File: config.mk
export PLATFORM = sky130hd
export DESIGN_NAME = prefix_bus_arbiter
export DESIGN_NICKNAME = d
export VERILOG_FILES = /design/src/rtl/pba_pkg.sv /design/src/rtl/pba_rotate.sv /design/src/rtl/pba_prefix.sv /design/src/rtl/pba_ptr.sv /design/src/rtl/prefix_bus_arbiter.sv
export SDC_FILE = /design/constraint.sdc
export NUM_CORES = 1
export LEC_CHECK = 0
export BUFFER_PORTS_ARGS = -buffer_cell sky130_fd_sc_hd__clkbuf_2
export CORE_ASPECT_RATIO = 1.75
export CORE_MARGIN = 3
export CORE_UTILIZATION = 25
export CTS_CLUSTER_DIAMETER = 200
export DETAILED_ROUTE_END_ITERATION = 7
export GPL_ROUTABILITY_DRIVEN = 0
export GPL_TIMING_DRIVEN = 0
export PLACE_DENSITY = 0.4
export SLEW_MARGIN = 40
export SYNTH_ARGS = -nofsm -noshare
export SYNTH_HDL_FRONTEND = slang
export SYNTH_SLANG_ARGS = --single-unit
File: constraint.sdc
create_clock -name clk -period 3.3 [get_ports clk]
set_input_delay 0.33 -clock clk [delete_from_list [all_inputs] [get_ports clk]]
set_output_delay 0.33 -clock clk [all_outputs]
set_load 0.05 [all_outputs]
File: src/rtl/pba_pkg.sv
package pba_pkg;

  // Direction of a cyclic rotation across the node vector.
  typedef enum logic {
    ROT_RIGHT = 1'b0,  // dout[i] = din[(i + amt) mod W]
    ROT_LEFT  = 1'b1   // dout[i] = din[(i - amt) mod W]
  } rot_dir_e;

endpackage

File: src/rtl/pba_rotate.sv
module pba_rotate
  import pba_pkg::*;
#(
  parameter int unsigned WIDTH = 8,
  parameter rot_dir_e    DIR   = ROT_RIGHT,
  localparam int unsigned SW   = (WIDTH > 1) ? $clog2(WIDTH) : 1
) (
  input  logic [WIDTH-1:0] din,
  input  logic [SW-1:0]    amt,
  output logic [WIDTH-1:0] dout
);

  // Log-depth barrel: stage k rotates by 2^k mod WIDTH when amt[k] is set.
  logic [SW:0][WIDTH-1:0] stg;

  assign stg[0] = din;

  for (genvar k = 0; k < SW; k++) begin : g_stage
    localparam int unsigned STEP = (1 << k) % WIDTH;
    for (genvar i = 0; i < WIDTH; i++) begin : g_bit
      localparam int unsigned SRC = (DIR == ROT_RIGHT) ? ((i + STEP) % WIDTH)
                                                       : ((i + WIDTH - STEP) % WIDTH);
      assign stg[k+1][i] = amt[k] ? stg[k][SRC] : stg[k][i];
    end
  end

  assign dout = stg[SW];

endmodule

File: src/rtl/pba_prefix.sv
module pba_prefix #(
  parameter int unsigned WIDTH = 8,
  localparam int unsigned LV   = (WIDTH > 1) ? $clog2(WIDTH) : 1
) (
  input  logic [WIDTH-1:0] req,
  output logic [WIDTH-1:0] avail,
  output logic [WIDTH-1:0] got
);

  // Kogge-Stone inclusive OR prefix: orp[LV][i] = |req[i:0].
  logic [LV:0][WIDTH-1:0] orp;

  assign orp[0] = req;

  for (genvar k = 0; k < LV; k++) begin : g_lvl
    localparam int unsigned D = 1 << k;
    for (genvar i = 0; i < WIDTH; i++) begin : g_bit
      if (i >= D) begin : g_comb
        assign orp[k+1][i] = orp[k][i] | orp[k][i-D];
      end else begin : g_pass
        assign orp[k+1][i] = orp[k][i];
      end
    end
  end

  // Availability is forced high at position 0 (the start node) and is
  // cleared behind any earlier requester.
  assign avail[0] = 1'b1;
  for (genvar i = 1; i < WIDTH; i++) begin : g_av
    assign avail[i] = ~orp[LV][i-1];
  end

  assign got = req & avail;

endmodule

File: src/rtl/pba_ptr.sv
module pba_ptr #(
  parameter int unsigned N_NODES = 8,
  localparam int unsigned PW     = (N_NODES > 1) ? $clog2(N_NODES) : 1
) (
  input  logic               clk,
  input  logic               rst_n,
  input  logic [N_NODES-1:0] grant,
  output logic [PW-1:0]      ptr
);

  localparam logic [PW-1:0] LAST = PW'(N_NODES - 1);

  logic [PW-1:0] win_idx;
  logic [PW-1:0] nxt_ptr;
  logic          adv_en;
  logic [PW-1:0] ptr_d;
  logic [PW-1:0] ptr_q;

  // One-hot to index: OR of the indices of the set bits.
  always_comb begin
    win_idx = '0;
    for (int i = 0; i < N_NODES; i++) begin
      if (grant[i]) win_idx = win_idx | PW'(i);
    end
  end

  always_comb begin
    adv_en  = |grant;
    nxt_ptr = (win_idx == LAST) ? '0 : win_idx + PW'(1);
    ptr_d   = adv_en ? nxt_ptr : ptr_q;
  end

  always_ff @(posedge clk or negedge rst_n) begin
    if (!rst_n) begin
      ptr_q <= '0;
    end else if (adv_en) begin
      ptr_q <= ptr_d;
    end
  end

  assign ptr = ptr_q;

endmodule

File: src/rtl/prefix_bus_arbiter.sv
module prefix_bus_arbiter
  import pba_pkg::*;
#(
  parameter int unsigned N_NODES = 8
) (
  input  logic               clk,
  input  logic               rst_n,
  input  logic [N_NODES-1:0] want_i,
  output logic [N_NODES-1:0] grant_o
);

  localparam int unsigned PW = (N_NODES > 1) ? $clog2(N_NODES) : 1;

  // Reset: asserted asynchronously, released through two flops.
  logic rst_m;
  logic rst_q;

  always_ff @(posedge clk or negedge rst_n) begin
    if (!rst_n) begin
      rst_m <= 1'b0;
      rst_q <= 1'b0;
    end else begin
      rst_m <= 1'b1;
      rst_q <= rst_m;
    end
  end

  logic [PW-1:0]      start_q;
  logic [N_NODES-1:0] want_rot;
  logic [N_NODES-1:0] avail_rot;
  logic [N_NODES-1:0] got_rot;

  // Bring the start node to position 0.
  pba_rotate #(
    .WIDTH (N_NODES),
    .DIR   (ROT_RIGHT)
  ) u_rot_in (
    .din  (want_i),
    .amt  (start_q),
    .dout (want_rot)
  );

  pba_prefix #(
    .WIDTH (N_NODES)
  ) u_chain (
    .req   (want_rot),
    .avail (avail_rot),
    .got   (got_rot)
  );

  // Return the grant to node numbering.
  pba_rotate #(
    .WIDTH (N_NODES),
    .DIR   (ROT_LEFT)
  ) u_rot_out (
    .din  (got_rot),
    .amt  (start_q),
    .dout (grant_o)
  );

  pba_ptr #(
    .N_NODES (N_NODES)
  ) u_ptr (
    .clk   (clk),
    .rst_n (rst_q),
    .grant (grant_o),
    .ptr   (start_q)
  );

endmodule

==> flow_metrics.tcl, run 1 <==
set metrics [dict create \
    status "completed" \
    hp-class "reg -> async" \
    synth_edf_count 0 \
    fin_nets 178 \
    timing.final.crit_share_pct 94.4 \
    synth-adder-area-share_pct 2.10 \
    initial_core_util_pct 26.6 \
    n_antenna_cell 0 \
    hold_viol 0 \
    synth.mux.area_fraction_pct 30.7 \
    power_switching_uw 904 \
    grt.overflow.total 0 \
    maxCapViolations 0 \
    p_leak_uw 0.000595 \
    yosysSeqAreaShare_pct 10.5 \
    multi_input_area_mm2 0.00102 \
    drt_pass1_iterations 4 \
    ys_ff_latch 5 \
    antenna_found_initial 0 \
    dieArea_mm2 0.00566 \
    ys_warn_count 0 \
    ctsRootBufferMaster "clkbuf_8" \
    timing.final.max_slew_violations 0 \
    async_reset_ff_share_pct 100 \
    rsz0062_at_grt "false" \
    powerDensity_mw_per_mm2 1120 \
    comb_power_share_pct 86.2 \
    ant_nets 0 \
    yosys.area.top_type_share_pct 14.3 \
    syn_inst 144 \
    sw_frac_of_total_pct 57.4 \
    internal_power_uw 670 \
    startpoint_type "flop" \
    htreeDepth 1 \
    skew_ns 0.000634 \
    slew_headroom_pct 59.7 \
    regArea_um2 125 \
    clock_path_buffers 2 \
    clkLatencyLatePin_ns 0.22 \
    vias_per_cell 5.94 \
    fmaxAchievable_mhz 321 \
    cts_buffers 3 \
    first_iter_violations 44 \
    synthXorXnorAreaFrac_pct 0 \
    crit_path_end_kind "primary output" \
    synth_compound_area_share_pct 23.5 \
    worst_ep_arrival_time_ns 2.79 \
    clk_pin_slew_ns 0.03 \
    drc 0 \
    drive_above_1_share_pct 29.1 \
    holdWs_ns 0.0367 \
    row_count 32 \
    crit_fanout 10 \
    synth_nets 156 \
    hpwl_um 3140 \
    fillers 509 \
    port_buffers 16 \
    peakVddDrop_mv 0.835 \
    cts_tree "done" \
    vias 1284 \
    fin_cells 216 \
    postCtsSetupRepairBufs 0 \
    synth_top_family_by_area "multiplexers" \
    coreArea_mm2 0.00448 \
    ys_top_cells_by_area "mux2i_1 (14%), dfrtp_1 (11%), mux4_2 (7.6%), mux2_2 (6.6%), nand2b_1 (5.3%)" \
    pwr-share-clk_pct 7.0 \
    synthesis.area_mm2 0.00119 \
    final-setup-viol-count 0 \
    ys.flop_type "dfrtp_1" \
    wl_per_cell_um 18.3 \
    grt_max_degree 11 \
    syn_to_final_growth_pct 18.3 \
    power_frac_seq_pct 6.8 \
    grt_first_pass_wirelength_um 6400 \
    grt_pass1_vias 1316 \
    wl_um 3940 \
    fin_crit_ns 3.12 \
    synth_top_area_cell "mux2i_1" \
    worstSetupPathType "reg -> out" \
    io_pins 18 \
    tightest_slew_ns 0.588 \
    r2r_cells 10 \
    cts.sinks 5 \
    critPathRequiredTime_ns 2.97 \
    dieHeight_um 97.3 \
    syn_avg_cell_area_um2 8.27 \
    synth_simple_gate_area_share_pct 27.9 \
    grtUsageTotal_pct 14.1 \
    fin_setup_tns_ns 0 \
    dieWidth_um 58.2 \
    dp.cells 211 \
    synth_cell_types 51 \
]
## final cells by class
class | instances | area share [%]
well taps | 51 | 4.53
clock buffers | 4 | 3.20
inverters | 1 | 0.266
plain buffers | 10 | 4.00
repair buffers | 17 | 6.39
multi-input cells | 128 | 72.7
flip-flops and latches | 5 | 8.88
## synthesized netlist by cell type (all sizes together) (2+ instances only)
| library cell | count |
|---|---|
| a21oi | 10 |
| mux2 | 7 |
| nand3 | 4 |
| nor2 | 6 |
| mux4 | 5 |
| a32oi | 4 |
| nor4 | 3 |
| nand2 | 7 |
| dfrtp | 5 |
| nand2b | 10 |
| and2 | 4 |
| a211oi | 2 |
| nand4 | 2 |
| o211ai | 2 |
| buf | 9 |
| and3 | 2 |
| o21ai | 7 |
| or2 | 2 |
| nor3b | 3 |
| mux2i | 17 |
| nor3 | 5 |
| nor2b | 6 |
| ha | 2 |
## per-layer routing
layer,GRT usage [%],share of wire (%),vias to the layer above
met3,2.79,4.8,8
met1,16.1,41,625
li1,-,-,608
met5,0,0,-
met4,4.11,2.4,0
met2,25.5,52,43
## cells in the final DEF, fill, tap and decap left out, types with 2 or more instances in the layout
cell	n
mux4_2	4
clkbuf_2	17
nand4_1	2
buf_2	5
clkbuf_8	3
dfrtp_1	5
mux2_2	7
a32oi_1	3
nor4_1	3
o21ai_0	7
a21oi_1	9
ha_1	2
nand3_1	3
mux2i_1	17
nor3b_1	3
nor2b_1	6
nor3_2	2
nand2b_1	10
and2_1	4
nor3_1	3
clkbuf_1	2
nor2_1	6
and3_1	2
or2_2	2
nand2_1	7
## timing repair
item,CTS,global route
endpoints found under the setup margin,0,5
gates resized for setup,0,4
hold endpoints to repair,2,0
hold buffers,1,0
## path summary, 6_finish.rpt
check,from,endpoint,slack [ns]
max,u_ptr.ptr[2],grant_o[4],0.18
min,rst_q,u_ptr.ptr[1],0.04
max reg2reg,u_ptr.ptr[1],u_ptr.ptr[2],0.19
min reg2reg,rst_q,u_ptr.ptr[1],0.04
max in group asynchronous,rst_n,rst_q,2.77
min in group clk,rst_m,rst_q,0.35
## cells by family (layout without fill, tap and decap cells)
family,count (synthesis),count (layout)
AO/OA/AOI/OAI,39,39
adder cells (fa/ha/maj),2,2
buffers and inverters,11,32
flip-flops,5,5
multiplexers,29,29
other,1,1
AND/OR/NAND/NOR,57,57
## critical path, stage by stage (launching register included)
cell      delay (ns)
dfrtp_1         0.33
buf_6           0.14
buf_4           0.19
mux2i_1         0.55
nor3b_1         0.41
o311a_1         0.20
a31o_2          0.11
a21o_1          0.18
nand2_1         0.06
o21ai_0         0.10
clkbuf_2        0.30
## state kept, by name, indices dropped and copies added, names as in the netlist
name,cells
u_ptr.ptr,3
rst_q,1
rst_m,1
## stage by stage
stage / area (µm²) / power, µW / util, % / setup WS, ns
CTS: 1390 / 1560 / 31.0 / 0.103
global placement: 1340 / 1430 / 29.8 / 0.158
finish: 1410 / 1570 / 31.4 / 0.184
global route: 1410 / 1690 / 31.4 / 0.00448
floorplan: 1190 / 1140 / - / 0.278
detailed placement: 1340 / 1430 / 29.8 / 0.107
## power by group through the flow
stage	Combinational [µW]	Clock (µW)	Sequential, µW
6_report	1360	110	108
3_5_place_dp	1330	0	108
4_1_cts	1340	113	108
2_1_floorplan	1040	0	103
3_3_place_gp	1320	0	107
5_1_grt	1460	121	111
No activity file was read; power rests on OpenSTA's default activity.
==> inputs of run 2 (changes only) <==
--- a/config.mk
+++ b/config.mk
@@ -8,12 +8,13 @@
 export BUFFER_PORTS_ARGS = -buffer_cell sky130_fd_sc_hd__clkbuf_2
 export CORE_ASPECT_RATIO = 1.75
 export CORE_MARGIN = 3
-export CORE_UTILIZATION = 25
+export CORE_UTILIZATION = 35
 export CTS_CLUSTER_DIAMETER = 200
+export CTS_CLUSTER_SIZE = 28
 export DETAILED_ROUTE_END_ITERATION = 7
 export GPL_ROUTABILITY_DRIVEN = 0
 export GPL_TIMING_DRIVEN = 0
-export PLACE_DENSITY = 0.4
+export PLACE_DENSITY = 0.52
 export SLEW_MARGIN = 40
 export SYNTH_ARGS = -nofsm -noshare
 export SYNTH_HDL_FRONTEND = slang
==> run 2 against run 1 <==
Effect of this change: hold slack lost 0.0033 ns; count of clock-buffer cells in the layout is the same; clock power is essentially flat; utilization grew 12 points; power shrank 2.3%; sequential power is essentially flat; global-route usage grew 4.0 points; critical endpoint is now u_ptr.ptr[2]; clock skew grew 0.0027 ns; sequential cell count is the same; non-clock buffer count is the same; critical path depth is the same.
==> flow_metrics.tcl, run 2 (same netlist as run 1, synthesis figures left out) <==
set metrics [dict create \
    status "completed" \
    ant_nets 0 \
    wl_per_cell_um 17.5 \
    clk_pin_slew_ns 0.04 \
    critPathRequiredTime_ns 3.40 \
    rsz0062_at_grt "false" \
    critical-path-slowest-cell "a32oi_1" \
    grt_first_pass_wirelength_um 6100 \
    hp-class "reg -> async" \
    tightest_slew_ns 0.587 \
    final_cell_mix "mux2i_1 (17), clkbuf_2 (17), nand2b_1 (10)" \
    row_count 27 \
    fin_nets 178 \
    coreArea_mm2 0.00321 \
    io_pins 18 \
    reg2reg_from "u_ptr.ptr[1]" \
    dieWidth_um 50.1 \
    syn_to_final_growth_pct 16.0 \
    cts.sinks 5 \
    cts_buffers 3 \
    cts_tree "done" \
    ctsRootBufferMaster "clkbuf_8" \
    drive_above_1_share_pct 27.3 \
    drt_pass1_iterations 4 \
    slew_headroom_pct 60.6 \
    antenna_found_initial 0 \
    crit_fanout 10 \
    cp_top_family "simple AND/OR/NAND/NOR gates" \
    fin_crit_ns 3.14 \
    worst_ep_arrival_time_ns 3.24 \
    grtUsageTotal_pct 18.1 \
    first_iter_violations 67 \
    totalPowerFinal_uw 1540 \
    dieArea_mm2 0.00417 \
    drc 0 \
    wl_um 3640 \
    crit_path_end_kind "flop" \
    final_util_pct 43.0 \
    powerDensity_mw_per_mm2 1110 \
    skew_ns 0.00330 \
    clock_path_buffers 2 \
    fin_setup_tns_ns 0 \
    port_buffers 16 \
    cp_cell_sequence "buf_2 > and2_1 > a21boi_0 > a32oi_1 > nor4_1 > nor3_1 > a32oi_1 > or2_2 > ha_1 > mux2_2" \
    p_leak_uw 0.000592 \
    clkLatencyLatePin_ns 0.22 \
    crit_buf_inv 1 \
    peakVddDrop_mv 0.635 \
    vias 1307 \
    startpoint "u_ptr.ptr[1]" \
    startpoint_type "flop" \
    largest_reg_flops 3 \
    hold_viol 0 \
    initial_core_util_pct 37.1 \
    dieHeight_um 83.2 \
    fmaxAchievable_mhz 319 \
    fillers 353 \
    maxCapViolations 0 \
    grt.overflow.total 0 \
    timing.final.crit_share_pct 95.1 \
    timing.final.max_slew_violations 0 \
    vias_per_cell 6.28 \
    grt_pass1_vias 1285 \
    worstSetupPathType "reg -> reg" \
    hpwl_um 2900 \
    htreeDepth 1 \
    postCtsSetupRepairBufs 0 \
    cp_slowest_stage_delay_ns 0.49 \
    grt_max_degree 11 \
    path_common_cell "a32oi_1" \
    final-setup-viol-count 0 \
    n_antenna_cell 0 \
]
-- run 2: cell count changes in the layout (fill, tap and decap cells not counted) --
cell / previous run / this run
a211oi_1: 1 / 2
nor3_1: 3 / 4
a32oi_1: 3 / 4
a32oi_2: 1 / 0
nor3_2: 2 / 1
a211oi_2: 1 / 0
-- run 2: area by class of cell --
class	instances	area (µm²)	area share (%)
multi-input cells	128	1010	72.9
flip-flops and latches	5	125	9.06
repair buffers	17	90.1	6.52
plain buffers	10	56.3	4.08
well taps	43	53.8	3.89
clock buffers	4	45.0	3.26
inverters	1	3.75	0.272
-- run 2: worst reg2reg max path: stages, from the launching register on --
cell and delay (ns):
dfrtp_1 0.38, buf_2 0.26, and2_1 0.26, a21boi_0 0.15, a32oi_1 0.49, nor4_1 0.14, nor3_1 0.31, a32oi_1 0.14
or2_2 0.33, ha_1 0.29, mux2_2 0.26
-- run 2: metrics by stage --
step	instances	instance area (µm²)	setup slack [ns]	hold slack (ns)
global route	208	1380	0.0199	0.0476
global placement	203	1330	0.254	0.0320
detailed placement	203	1330	0.230	0.0384
finish	208	1380	0.162	0.0334
floorplan	144	1190	0.278	0.0265
CTS	208	1380	0.224	0.0382
-- run 2: repair_timing --
item,4_1_cts,5_1_grt
hold buffers,1,0
endpoints found under the setup margin,0,4
resized for setup,0,1
hold endpoints to repair,2,0
-- run 2: final timing paths --
path / slack, ns / depth (start not counted) / to
setup / recovery: 0.16 / 10 / u_ptr.ptr[2]
hold / removal: 0.03 / 0 / u_ptr.ptr[0]
setup reg to reg: 0.16 / 10 / u_ptr.ptr[2]
hold reg to reg: 0.03 / 0 / u_ptr.ptr[0]
max in group asynchronous: 2.77 / 2 / rst_q
min in group clk: 0.35 / 0 / rst_q
-- run 2: power by group --
part | internal, µW | switching, µW | total [µW] | leakage [µW]
Combinational | 491 | 827 | 1320 | 0.000511
Clock | 82.8 | 29.1 | 112 | 0.0000228
Sequential | 86.8 | 21.5 | 108 | 0.0000584
-- run 2: routing by layer --
layer	track usage, %	share of wire (%)	up-vias
li1	-	-	604
met1	20.7	39	623
met2	30.7	51	61
met3	3.23	5.4	19
met4	9.57	4.8	0
met5	0	0	-
